--- src/rtl/acc_cpu_pkg.sv ---
package acc_cpu_pkg;
  localparam int OPC_W = 4;

  localparam logic [OPC_W-1:0] OP_MOVE  = 4'd0;
  localparam logic [OPC_W-1:0] OP_ADD   = 4'd1;
  localparam logic [OPC_W-1:0] OP_SUB   = 4'd2;
  localparam logic [OPC_W-1:0] OP_AND   = 4'd3;
  localparam logic [OPC_W-1:0] OP_LOAD  = 4'd4;
  localparam logic [OPC_W-1:0] OP_STORE = 4'd5;
  localparam logic [OPC_W-1:0] OP_ADDM  = 4'd6;
  localparam logic [OPC_W-1:0] OP_SUBM  = 4'd7;
  localparam logic [OPC_W-1:0] OP_JMPU  = 4'd8;
  localparam logic [OPC_W-1:0] OP_JMPZ  = 4'd9;
  localparam logic [OPC_W-1:0] OP_JMPNZ = 4'd10;

  typedef enum logic [1:0] {ALU_PASS, ALU_ADD, ALU_SUB, ALU_AND} alu_op_e;
  typedef enum logic [1:0] {JMP_NONE, JMP_ALWAYS, JMP_IF_ZERO, JMP_IF_NZ} jmp_e;
  typedef enum logic [2:0] {ST_FETCH, ST_DECODE, ST_EXEC, ST_MEMRD, ST_HALT} state_e;

  typedef struct packed {
    alu_op_e alu_op;
    logic    acc_we;
    logic    mem_src;
    logic    mem_rd;
    logic    mem_wr;
    jmp_e    jmp;
  } ctrl_t;
endpackage

--- src/rtl/acc_cpu_decode.sv ---
module acc_cpu_decode
  import acc_cpu_pkg::*;
(
  input  logic [OPC_W-1:0] opc_i,
  output ctrl_t            ctrl_o
);
  always_comb begin
    ctrl_o = '{alu_op: ALU_PASS, acc_we: 1'b0, mem_src: 1'b0,
               mem_rd: 1'b0, mem_wr: 1'b0, jmp: JMP_NONE};
    case (opc_i)
      OP_MOVE:  begin ctrl_o.alu_op = ALU_PASS; ctrl_o.acc_we = 1'b1; end
      OP_ADD:   begin ctrl_o.alu_op = ALU_ADD;  ctrl_o.acc_we = 1'b1; end
      OP_SUB:   begin ctrl_o.alu_op = ALU_SUB;  ctrl_o.acc_we = 1'b1; end
      OP_AND:   begin ctrl_o.alu_op = ALU_AND;  ctrl_o.acc_we = 1'b1; end
      OP_LOAD:  begin
        ctrl_o.alu_op = ALU_PASS; ctrl_o.acc_we = 1'b1;
        ctrl_o.mem_src = 1'b1;    ctrl_o.mem_rd = 1'b1;
      end
      OP_STORE: ctrl_o.mem_wr = 1'b1;
      OP_ADDM:  begin
        ctrl_o.alu_op = ALU_ADD; ctrl_o.acc_we = 1'b1;
        ctrl_o.mem_src = 1'b1;   ctrl_o.mem_rd = 1'b1;
      end
      OP_SUBM:  begin
        ctrl_o.alu_op = ALU_SUB; ctrl_o.acc_we = 1'b1;
        ctrl_o.mem_src = 1'b1;   ctrl_o.mem_rd = 1'b1;
      end
      OP_JMPU:  ctrl_o.jmp = JMP_ALWAYS;
      OP_JMPZ:  ctrl_o.jmp = JMP_IF_ZERO;
      OP_JMPNZ: ctrl_o.jmp = JMP_IF_NZ;
      default:  ;
    endcase
  end
endmodule

--- src/rtl/acc_cpu_alu.sv ---
module acc_cpu_alu
  import acc_cpu_pkg::*;
#(
  parameter int DATA_W = 8
) (
  input  alu_op_e           op_i,
  input  logic [DATA_W-1:0] a_i,
  input  logic [DATA_W-1:0] b_i,
  output logic [DATA_W-1:0] y_o
);
  always_comb begin
    case (op_i)
      ALU_ADD: y_o = a_i + b_i;
      ALU_SUB: y_o = a_i - b_i;
      ALU_AND: y_o = a_i & b_i;
      default: y_o = b_i;
    endcase
  end
endmodule

--- src/rtl/acc_cpu_seq.sv ---
module acc_cpu_seq
  import acc_cpu_pkg::*;
#(
  parameter int ADDR_W  = 8,
  parameter int INSTR_W = 16
) (
  input  logic               clk_i,
  input  logic               rst_ni,
  input  logic [INSTR_W-1:0] rdata_i,
  input  logic               mem_rd_i,
  input  logic               jump_take_i,
  input  logic [ADDR_W-1:0]  jump_tgt_i,
  output state_e             state_o,
  output logic [ADDR_W-1:0]  pc_o,
  output logic [INSTR_W-1:0] ir_o,
  output logic               halt_o
);
  localparam logic [ADDR_W-1:0] PC_LAST = '1;

  always_ff @(posedge clk_i or negedge rst_ni) begin
    if (!rst_ni) begin
      state_o <= ST_FETCH;
      pc_o    <= '0;
      ir_o    <= '0;
      halt_o  <= 1'b0;
    end else begin
      case (state_o)
        ST_FETCH:  state_o <= ST_DECODE;
        ST_DECODE: begin
          ir_o <= rdata_i;
          if (pc_o == PC_LAST) begin
            halt_o  <= 1'b1;
            state_o <= ST_HALT;
          end else begin
            pc_o    <= pc_o + 1'b1;
            state_o <= ST_EXEC;
          end
        end
        ST_EXEC: begin
          if (jump_take_i) pc_o <= jump_tgt_i;
          state_o <= mem_rd_i ? ST_MEMRD : ST_FETCH;
        end
        ST_MEMRD:  state_o <= ST_FETCH;
        ST_HALT:   state_o <= ST_HALT;
        default:   state_o <= ST_FETCH;
      endcase
    end
  end

  a_r3_pc_step: assert property (@(posedge clk_i) disable iff (!rst_ni)
    (state_o == ST_DECODE && pc_o != PC_LAST) |=> pc_o == ADDR_W'($past(pc_o) + 1'b1));
  a_r3_memrd_follows: assert property (@(posedge clk_i) disable iff (!rst_ni)
    (state_o == ST_EXEC && mem_rd_i) |=> state_o == ST_MEMRD);
  a_r10_wrap_halts: assert property (@(posedge clk_i) disable iff (!rst_ni)
    (state_o == ST_DECODE && pc_o == PC_LAST) |=> halt_o);
  a_r10_sticky: assert property (@(posedge clk_i) disable iff (!rst_ni)
    halt_o |=> halt_o);
endmodule

--- src/rtl/acc_cpu.sv ---
module acc_cpu
  import acc_cpu_pkg::*;
#(
  parameter int DATA_W  = 8,
  parameter int ADDR_W  = 8,
  parameter int INSTR_W = 16
) (
  input  logic               clk_i,
  input  logic               rst_ni,
  output logic [ADDR_W-1:0]  mem_addr_o,
  input  logic [INSTR_W-1:0] mem_rdata_i,
  output logic [DATA_W-1:0]  mem_wdata_o,
  output logic               mem_we_o,
  output logic               halt_o,
  output logic               zero_o
);
  localparam int OPC_LSB = INSTR_W - OPC_W;

  state_e             state;
  logic [ADDR_W-1:0]  pc;
  logic [INSTR_W-1:0] ir;
  logic [OPC_W-1:0]   opc;
  ctrl_t              ctrl;
  logic [DATA_W-1:0]  acc_q;
  logic [DATA_W-1:0]  alu_b;
  logic [DATA_W-1:0]  alu_y;
  logic               acc_load;
  logic               jump_take;

  assign opc = ir[INSTR_W-1:OPC_LSB];

  acc_cpu_decode u_decode (
    .opc_i  (opc),
    .ctrl_o (ctrl)
  );

  acc_cpu_seq #(.ADDR_W(ADDR_W), .INSTR_W(INSTR_W)) u_seq (
    .clk_i       (clk_i),
    .rst_ni      (rst_ni),
    .rdata_i     (mem_rdata_i),
    .mem_rd_i    (ctrl.mem_rd),
    .jump_take_i (jump_take),
    .jump_tgt_i  (ir[ADDR_W-1:0]),
    .state_o     (state),
    .pc_o        (pc),
    .ir_o        (ir),
    .halt_o      (halt_o)
  );

  // Operand is a bit slice: constant from IR or byte from memory data
  assign alu_b = ctrl.mem_src ? mem_rdata_i[DATA_W-1:0] : ir[DATA_W-1:0];

  acc_cpu_alu #(.DATA_W(DATA_W)) u_alu (
    .op_i (ctrl.alu_op),
    .a_i  (acc_q),
    .b_i  (alu_b),
    .y_o  (alu_y)
  );

  assign zero_o = (acc_q == '0);

  always_comb begin
    case (ctrl.jmp)
      JMP_ALWAYS:  jump_take = 1'b1;
      JMP_IF_ZERO: jump_take = zero_o;
      JMP_IF_NZ:   jump_take = !zero_o;
      default:     jump_take = 1'b0;
    endcase
  end

  assign acc_load = ctrl.acc_we &&
                    ((state == ST_EXEC && !ctrl.mem_rd) || state == ST_MEMRD);

  always_ff @(posedge clk_i or negedge rst_ni) begin
    if (!rst_ni)       acc_q <= '0;
    else if (acc_load) acc_q <= alu_y;
  end

  assign mem_addr_o  = (state == ST_EXEC && (ctrl.mem_rd || ctrl.mem_wr)) ?
                       ir[ADDR_W-1:0] : pc;
  assign mem_we_o    = (state == ST_EXEC) && ctrl.mem_wr;
  assign mem_wdata_o = acc_q;

  a_r4_move: assert property (@(posedge clk_i) disable iff (!rst_ni)
    (state == ST_EXEC && opc == OP_MOVE) |=> acc_q == $past(ir[DATA_W-1:0]));
  a_r6_jumpu: assert property (@(posedge clk_i) disable iff (!rst_ni)
    (state == ST_EXEC && opc == OP_JMPU) |=> pc == $past(ir[ADDR_W-1:0]));
  a_r7_jz_hold: assert property (@(posedge clk_i) disable iff (!rst_ni)
    (state == ST_EXEC && opc == OP_JMPZ && acc_q != '0) |=> pc == $past(pc));
  a_r9_nop_keeps_acc: assert property (@(posedge clk_i) disable iff (!rst_ni)
    (state == ST_EXEC && opc > OP_JMPNZ) |=> $stable(acc_q));
  a_r10_quiet: assert property (@(posedge clk_i) disable iff (!rst_ni)
    (halt_o && $past(halt_o)) |-> (!mem_we_o && $stable(mem_addr_o)));
endmodule

--- config.mk ---
export PLATFORM = sky130hd
export DESIGN_NAME = acc_cpu
export DESIGN_NICKNAME = d
export VERILOG_FILES = /design/src/rtl/acc_cpu_pkg.sv /design/src/rtl/acc_cpu_decode.sv /design/src/rtl/acc_cpu_alu.sv /design/src/rtl/acc_cpu_seq.sv /design/src/rtl/acc_cpu.sv
export SDC_FILE = /design/constraint.sdc
export NUM_CORES = 1
export LEC_CHECK = 0
export ABC_AREA = 0
export ABC_CLOCK_PERIOD_IN_PS = 2600
export CORE_MARGIN = 1
export CORE_UTILIZATION = 40
export CTS_BUF_LIST = sky130_fd_sc_hd__clkbuf_4
export CTS_CLUSTER_SIZE = 25
export DETAILED_ROUTE_END_ITERATION = 10
export PLACE_DENSITY_LB_ADDON = 0.2
export REMOVE_ABC_BUFFERS = 1
export SLEW_MARGIN = 10
export SYNTH_ARGS = -nofsm -noshare
export SYNTH_HDL_FRONTEND = slang
export SYNTH_SLANG_ARGS = --single-unit
export TNS_END_PERCENT = 30
--- constraint.sdc ---
create_clock -name clk_i -period 2.6 [get_ports clk_i]
set_input_delay 0.39 -clock clk_i [delete_from_list [all_inputs] [get_ports clk_i]]
set_output_delay 0.39 -clock clk_i [all_outputs]
set_load 0.005 [all_outputs]
== After elaboration in Yosys (flattened, before gate mapping) ==
Cells that the tools add are included.
Cells by class
  equality and inequality tests: 23
  reductions and logical operators: 18
  multiplexer cells: 14
  add/subtract/negate cells: 3
  bitwise gates (word level): 1
Operators by type and width (count)
  8-bit two-way mux: 4
  3-bit case mux with 4 select lines: 2
  8-bit case mux with 3 select lines: 1
  4-bit by 3-bit equality test with 1-bit output, second input constant: 4
  8-bit case mux with 2 select lines: 1
  4-bit equality test, second input constant: 3
  8-bit by 1-bit adder with 8-bit output, second input constant: 1
  8-bit adder: 1
  8-bit AND: 1
  2-bit equality test, second input constant: 4
  4-bit by 2-bit equality test with 1-bit output, second input constant: 2
  8-bit equality test, second input constant: 1
  8-bit logical NOT: 1
  8-bit subtractor: 1
  3-bit by 2-bit equality test with 1-bit output, second input constant: 2
  2-bit case mux with 3 select lines: 1
  2-bit OR reduction: 3
  2-bit by 1-bit equality test with 1-bit output, second input constant: 2
  4-bit by 1-bit equality test with 1-bit output, second input constant: 1
  1-bit logical AND: 4
  4-bit logical NOT: 1
  2-bit two-way mux: 2
  2-bit inequality test, second input constant: 2
  3-bit by 1-bit equality test with 1-bit output, second input constant: 1
  other kinds (11): 13
Storage, ports and cells
  flip-flop bits (word level): 36
  output and inout port bits: 19
  bits of input ports: 18

== Logic depth before layout (Yosys ltp) ==
Gate-level depths: netlist of run 1.
  word-level depth: 7
  depth in mapped cells: 16
  gate-level depth less buffers: 16

== By module ==
Synthesis of run 1 repeated with hierarchy kept, for this count alone.
Unflattened totals
  cells, all modules: 252
  area, all modules: 2626.3 µm²
By module, submodules not included
  acc_cpu_seq: cells each 105, times used 1, area an instance 1313.8 µm²
  acc_cpu_alu: cells each 88, times used 1, area an instance 638.1 µm²
  acc_cpu: cells each 45, times used 1, area an instance 576.8 µm²
  acc_cpu_decode: cells each 14, times used 1, area an instance 97.6 µm²

== Worst setup path after synthesis of run 1 ==
Ideal clock, no wire load.
  kind: reg2reg
  from: register u_seq.ir_o[14]
  to: register acc_q[7] (netlist: mem_wdata_o[7])
  stages on the path, launching flop included: 15
  path slack: -230 ps
  library setup time: 142 ps
  data arrival time: 2688 ps
  required time: 2458 ps
  cells stage by stage: dfrtp_1 > nor2b_1 > nor3b_1 > ha_1 > nor2_1 > xnor2_1 > inv_1 > ha_1 > nor2b_1 > o21ai_0 > a21boi_0 > o21ai_0 > a21oi_1 > xnor2_1 > o221ai_1
On the way
  cells in the longest elaborated chain, start to end: 7
  elaborated cells on any way between the ends: 25
  those cells by class: add/sub: 2; eq/ne: 9; mux: 4; bitwise: 1; reduce/logical: 9
RTL lines
  start: declaration: line acc_cpu_seq.sv:15  | output logic [INSTR_W-1:0] ir_o,
  start signal: assignment: line acc_cpu_seq.sv:30  | ir_o <= rdata_i;
  parallel branches: the longest is 7 deep, another holds 8-bit subtractor
  end signal: assignment: line acc_cpu.sv:76  | else if (acc_load) acc_q <= alu_y;
  end: declaration: line acc_cpu.sv:24  | logic [DATA_W-1:0] acc_q;
Parallel ways; which one is timed is not known.
A chain may end at the register's enable or synchronous reset.

== Worst setup path after layout of run 1 ==
  from: register u_seq.ir_o[14]
  to: register acc_q[6] (netlist: mem_wdata_o[6])
Same word-level chain as after synthesis.

==> impl_metrics.tcl, run 1 <==
set metrics [dict create \
    cap_violations 0 \
    cts_buffer_depth 2 \
    final_layout_size_suffix_gt1_frac 0.345 \
    io_pins 37 \
    grt_antenna_before_repair 0 \
    worst_ep_arrival_time_ns 3.00 \
    cpPeakStageDelay_ns 0.42 \
    start_kind "flop" \
    post-route-min-period_ns 2.79 \
    peakVddDrop_mv 0.636 \
    cpLargestDelayFamily "compound AO/OA/AOI/OAI gates" \
    grt_pass1_vias 2155 \
    hold_class "in -> async" \
    fmax_mhz 358 \
    clk_pin_slew_ns 0.12 \
    yosys_register_bits 32 \
    num_rows 27 \
    ys_warn_count 0 \
    rsz0062_at_grt "yes" \
    setup_violations 5 \
    cp.required_ns 2.81 \
    grt_pass1_wl_um 10100 \
    fin_nets 369 \
    cpMaxStageDelayCell "dfrtp_1" \
    fin_tns_setup_ns -0.709 \
    hpwl_um 4410 \
    core_sq_mm 0.00561 \
    end_kind "flop" \
    final_common_cell "buf_4" \
    grt_use_total 0.209 \
    drtIter0Drc 73 \
    clock_skew_ns 0.0138 \
    max_slew_margin 0.716 \
    violations "negative setup slack" \
    syn_area_per_cell_sq_um 9.32 \
    cts_num_sinks 32 \
    antenna_cells 0 \
    die_w_um 78.9 \
    power_density_mw_per_mm2 1720 \
    start_util 0.422 \
    finalWirelength_um 6160 \
    post_drt_wl_per_cell_um 15.0 \
    synthArstFlopShare 1.00 \
    synth_cells 254 \
    syn_area_sq_mm 0.00237 \
    status "finished with violations" \
    drc_errors 0 \
    cts_buffers 5 \
    grt_start_max_net_pins 33 \
    final_cell_mix "buf_4 (50), dfrtp_1 (32), clkdlybuf4s50_1 (24)" \
    root_buffer "clkbuf_4" \
    tightest_slew_ns 0.414 \
    dpl_worst_slack_ns -0.571 \
    vias_per_cell 5.34 \
    yosysSeqAreaShare 0.338 \
    io_buffer_count 32 \
    worstPathCellList "nor2b_4, nand2_2, a21oi_2, inv_2, ha_4, a211oi_4, xnor2_1, ha_1, nor2b_4, o21ai_2, nand2b_1, a21o_1, a21oi_2, xor2_1, o221ai_1" \
    dieArea_sq_mm 0.00623 \
    fin_ws_ns -0.191 \
    hold_viol 0 \
    cp_num_buf_inv 1 \
    tritoncts "yes" \
    drtPass1Iterations 4 \
    period_share 1.07 \
    globalplace.congestion 0.802 \
    synth-edff-count 0 \
    syn2layout_area_growth_pct 42.6 \
    grt-ovfl-total 0 \
    clk_latency_ns 0.35 \
    drv_slew 0 \
    cts_max_level 2 \
    setup.worst_path.class "reg -> reg" \
    synth_cell_type_count 45 \
    final_antenna_net_count 0 \
    vias 2194 \
    cp_max_fo 4 \
    leakagePower_nw 1.59 \
    ys.flop_type "dfrtp_1" \
    die_y_um 78.9 \
]
-- logic make-up (layout without fill, tap and decap cells) --
group | Yosys count | after routing | share of synthesized area
adder cells (fa/ha/maj) | 13 | 13 | 0.0719
flip-flops | 32 | 32 | 0.338
XOR/XNOR | 13 | 13 | 0.0481
AO/OA/AOI/OAI | 61 | 61 | 0.180
buffers and inverters | 27 | 112 | 0.0465
AND/OR/NAND/NOR | 76 | 76 | 0.164
multiplexers | 32 | 32 | 0.151
-- final cells by class --
| cell class | count | area (sq um) |
|---|---|---|
| Tap cell | 72 | 90.1 |
| Fill cell | 499 | 2230 |
| Clock inverter | 2 | 16.3 |
| Clock buffer | 6 | 45.0 |
| Inverter | 19 | 71.3 |
| Timing Repair Buffer | 85 | 749 |
| Sequential cell | 32 | 801 |
| Multi-Input combinational cell | 195 | 1600 |
-- timing repair --
action	4_1_cts	5_1_grt
hold buffers	0	0
hold endpoints to repair	0	0
resized for setup	23	25
pin swaps	14	21
setup endpoints to repair	13	13
setup buffers	5	3
-- metal layers --
| layer | global-route usage | share of wire | vias to the layer above |
|---|---|---|---|
| li1 | - | - | 1073 |
| met1 | 0.253 | 0.44 | 1073 |
| met2 | 0.385 | 0.52 | 42 |
| met3 | 0.0356 | 0.034 | 6 |
| met4 | 0.0491 | 0.0075 | 0 |
| met5 | 0 | 0 | - |
-- cells in the mapped netlist, types with 2 or more instances --
cell,count,area share
xnor2_1,8,0.030
nand2b_1,4,0.011
a21boi_0,2,0.0063
mux2_2,22,0.10
a31oi_1,2,0.0053
nand2_1,17,0.027
o22ai_1,4,0.011
and2_1,3,0.0079
o22a_1,4,0.015
or4_1,2,0.0063
ha_1,12,0.063
nor2_1,20,0.032
inv_1,19,0.030
a21oi_1,17,0.036
nor2b_1,5,0.013
dfrtp_1,32,0.34
clkbuf_1,6,0.0095
mux2_4,2,0.013
o221ai_1,3,0.011
or3_1,2,0.0053
xor2_1,5,0.019
nor3_1,6,0.013
nand3_1,8,0.017
mux2i_1,8,0.034
o21ai_0,16,0.034
a22oi_1,4,0.013
nor3b_1,3,0.0095
-- where the power goes --
| part | leakage (nW) | internal, mW | switching (mW) | total (mW) |
|---|---|---|---|---|
| Sequential | 0.388 | 0.733 | 0.296 | 1.03 |
| Clock | 0.0319 | 0.118 | 0.198 | 0.316 |
| Combinational | 1.17 | 2.47 | 1.99 | 4.47 |
| Total | 1.59 | 3.33 | 2.49 | 5.81 |
-- stage by stage --
stage                util  area [sq um]  instances  hold slack (ns)  power [mW]
finish              0.602          3370        411            0.436        5.81
floorplan               -          2330        246           0.0944        3.29
CTS                 0.580          3250        408            0.441        5.40
global route        0.602          3370        411            0.464        6.29
detailed placement  0.549          3080        395            0.459        4.77
global placement    0.549          3080        395            0.463        4.68
-- state kept, by name, summed over array words and instances, names as in the netlist --
| name | count |
|---|---|
| u_seq.halt_o | 1 |
| u_seq.pc_o | 8 |
| u_seq.ir_o | 12 |
| mem_wdata_o | 8 |
| u_seq.state_o | 3 |
-- path summary, 6_finish.rpt --
check | startpoint | endpoint | slack, ns | depth (start not counted)
max reg2reg | u_seq.ir_o[14]$_DFFE_PN0P_ | mem_wdata_o[6]$_DFFE_PN0P_ | -0.19 | 15
max in group asynchronous | rst_ni | mem_wdata_o[5]$_DFFE_PN0P_ | 1.85 | 2
min | rst_ni | u_seq.state_o[0]$_DFF_PN0_ | 0.44 | 2
max | u_seq.ir_o[14]$_DFFE_PN0P_ | mem_wdata_o[6]$_DFFE_PN0P_ | -0.19 | 15
min in group clk_i | u_seq.halt_o$_DFFE_PN0P_ | u_seq.halt_o$_DFFE_PN0P_ | 0.49 | 1
min reg2reg | u_seq.halt_o$_DFFE_PN0P_ | u_seq.halt_o$_DFFE_PN0P_ | 0.49 | 1
No activity file was read; power rests on OpenSTA's default activity.
==> run 2: changes to the inputs <==
--- a/config.mk
+++ b/config.mk
@@ -6,7 +6,7 @@
 export NUM_CORES = 1
 export LEC_CHECK = 0
 export ABC_AREA = 0
-export ABC_CLOCK_PERIOD_IN_PS = 2600
+export ABC_CLOCK_PERIOD_IN_PS = 3200
 export CORE_MARGIN = 1
 export CORE_UTILIZATION = 40
 export CTS_BUF_LIST = sky130_fd_sc_hd__clkbuf_4
==> constraint.sdc (replaced) <==
create_clock -name clk_i -period 3.2 [get_ports clk_i]
set_input_delay 0.48 -clock clk_i [delete_from_list [all_inputs] [get_ports clk_i]]
set_output_delay 0.48 -clock clk_i [all_outputs]
set_load 0.005 [all_outputs]
==> run 2 against run 1 <==
  * Non-clock buffer count fell by 38
  * Utilization decreased by 8.0 points
  * The run now ends clean
  * Power shrank 36%
  * Worst setup slack better by 0.45 ns
==> impl_metrics.tcl, run 2 (synthesis results as in run 1) <==
set metrics [dict create \
    status "completed" \
    r2r_setup_slack_ns 0.26 \
    fin_util 0.522 \
    num_rows 27 \
    dieArea_sq_mm 0.00623 \
    dpl_cell_area_sq_mm 0.00286 \
    cap_violations 0 \
    final_cell_mix "clkdlybuf4s50_1 (32), dfrtp_1 (30), mux2_2 (22)" \
    final_cells 372 \
    tightest_slew_ns 0.391 \
    setup.worst_path.class "reg -> reg" \
    power.switching_mw 1.67 \
    hpwl_um 4030 \
    cpMaxStageDelayCell "dfrtp_2" \
    cts_num_sinks 32 \
    setup_violations 0 \
    combPwrFrac 0.707 \
    min_to "u_seq.halt_o$_DFFE_PN0P_" \
    power_density_mw_per_mm2 1280 \
    r2r_cells 15 \
    final_common_cell "clkdlybuf4s50_1" \
    fin_nets 331 \
    globalplace.congestion 0.854 \
    drtPass1Iterations 4 \
    post-route-min-period_ns 2.94 \
    syn2layout_area_growth_pct 23.7 \
    grt_pass1_wl_um 9180 \
    largest_register "u_seq.ir_o" \
    clock_skew_ns 0.0126 \
    vias 2000 \
    grt-ovfl-total 0 \
    max_slew_margin 0.732 \
    start_kind "flop" \
    power_mw 3.73 \
    core_sq_mm 0.00561 \
    fin_tns_setup_ns 0 \
    cpPeakStageDelay_ns 0.45 \
    cts_buffers 5 \
    die_w_um 78.9 \
    leakagePower_nw 1.29 \
    r2r_end "mem_wdata_o[6]$_DFFE_PN0P_" \
    peakVddDrop_mv 0.437 \
    io_pins 37 \
    post_drt_wl_per_cell_um 14.3 \
    cts_buffer_depth 2 \
    rsz0062_at_grt "no" \
    start_util 0.422 \
    grt_start_max_net_pins 33 \
    hold_class "reg -> reg" \
    fmax_mhz 340 \
    cp_max_fo 6 \
    p_sw_frac 0.447 \
    end_kind "flop" \
    p_seq_frac 0.231 \
    min_from "u_seq.halt_o$_DFFE_PN0P_" \
    drtIter0Drc 80 \
    largest_reg_flops 12 \
    hold_viol 0 \
    cp.required_ns 3.42 \
    final_cell_area_sq_mm 0.00293 \
    final_layout_size_suffix_gt1_frac 0.200 \
    nFillCells 559 \
    place_inst 365 \
    clk_latency_ns 0.34 \
    finalWirelength_um 5330 \
    drv_slew 0 \
    die_y_um 78.9 \
    cts_max_level 2 \
    tritoncts "yes" \
    r2r-start "u_seq.ir_o[12]$_DFFE_PN0P_" \
    final_antenna_net_count 0 \
    worstPathCellList "nor2b_1, nand2_1, a21oi_2, inv_1, ha_1, a211oi_2, xnor2_1, ha_1, nor2b_1, o21ai_0, nand2b_1, a21o_1, a21oi_1, xor2_1, o221ai_1" \
    io_buffer_count 32 \
    grt_pass1_vias 1967 \
    root_buffer "clkbuf_4" \
    drc_errors 0 \
    grt_antenna_before_repair 0 \
    clockPowerShare 0.063 \
    cellInternalPower_mw 2.06 \
    worst_ep_arrival_time_ns 3.16 \
    vias_per_cell 5.38 \
    grt_use_total 0.191 \
    period_share 0.918 \
    cts_hold_buf 0 \
    antenna_cells 0 \
    whs_path_depth 1 \
    clk_pin_slew_ns 0.11 \
]
[run 2: power groups by stage]
stage | logic [mW] | clock network (mW) | registers [mW]
finish | 2.64 | 0.234 | 0.861
CTS | 2.62 | 0.243 | 0.857
global route | 2.94 | 0.259 | 0.899
detailed placement | 2.60 | 0 | 0.866
floorplan | 1.88 | 0 | 0.786
global placement | 2.57 | 0 | 0.861
[run 2: repair_timing]
item                       in CTS  in global routing
gates resized for setup         0                  9
setup endpoints to repair       0                  3
buffers inserted                0                  0
[run 2: worst max path at each step]
stage                                     startpoint                    endpoint  slack (ns)  cells after the start
after CTS                 u_seq.ir_o[14]$_DFFE_PN0P_  mem_wdata_o[7]$_DFFE_PN0P_        0.07                     16
after floorplan           u_seq.ir_o[14]$_DFFE_PN0P_  mem_wdata_o[7]$_DFFE_PN0P_        0.37                     14
final                     u_seq.ir_o[12]$_DFFE_PN0P_  mem_wdata_o[6]$_DFFE_PN0P_        0.26                     15
after global placement                mem_rdata_i[2]  mem_wdata_o[7]$_DFFE_PN0P_       -0.01                     13
after detailed placement              mem_rdata_i[2]  mem_wdata_o[7]$_DFFE_PN0P_       -0.06                     13
after global routing      u_seq.ir_o[12]$_DFFE_PN0P_  mem_wdata_o[6]$_DFFE_PN0P_       0.005                     15
[run 2: layout make-up]
class,count,area (sq um),share of cell area
clock inverter,1,5.00,0.00171
clock buffer,6,45.0,0.0154
timing repair buffer,47,433,0.148
inverter,19,71.3,0.0244
sequential,32,803,0.274
tap,72,90.1,0.0308
multi-input combinational,195,1480,0.505
[run 2: worst max-delay path, delay by kind of cell (launching register included)]
family | cells | cell delay [ns]
fa+ha+maj | 2 | 0.52
simple gates | 4 | 0.50
flops | 1 | 0.45
buf+inv | 1 | 0.07
compound gates | 6 | 0.97
xor+xnor | 2 | 0.31
[run 2: metrics by stage]
step / hold slack [ns] / setup slack, ns
3_3_place_gp: 0.461 / -0.0105
3_5_place_dp: 0.470 / -0.0625
2_1_floorplan: 0.184 / 0.370
4_1_cts: 0.503 / 0.0710
5_1_grt: 0.510 / 0.00468
6_report: 0.495 / 0.261
[run 2: metal layers]
layer	up-vias	routed length (um)	global-route usage
met5	-	0	0
met4	0	91	0.0764
met3	9	136	0.0345
met2	28	2530	0.322
met1	963	2570	0.240
li1	1000	-	-
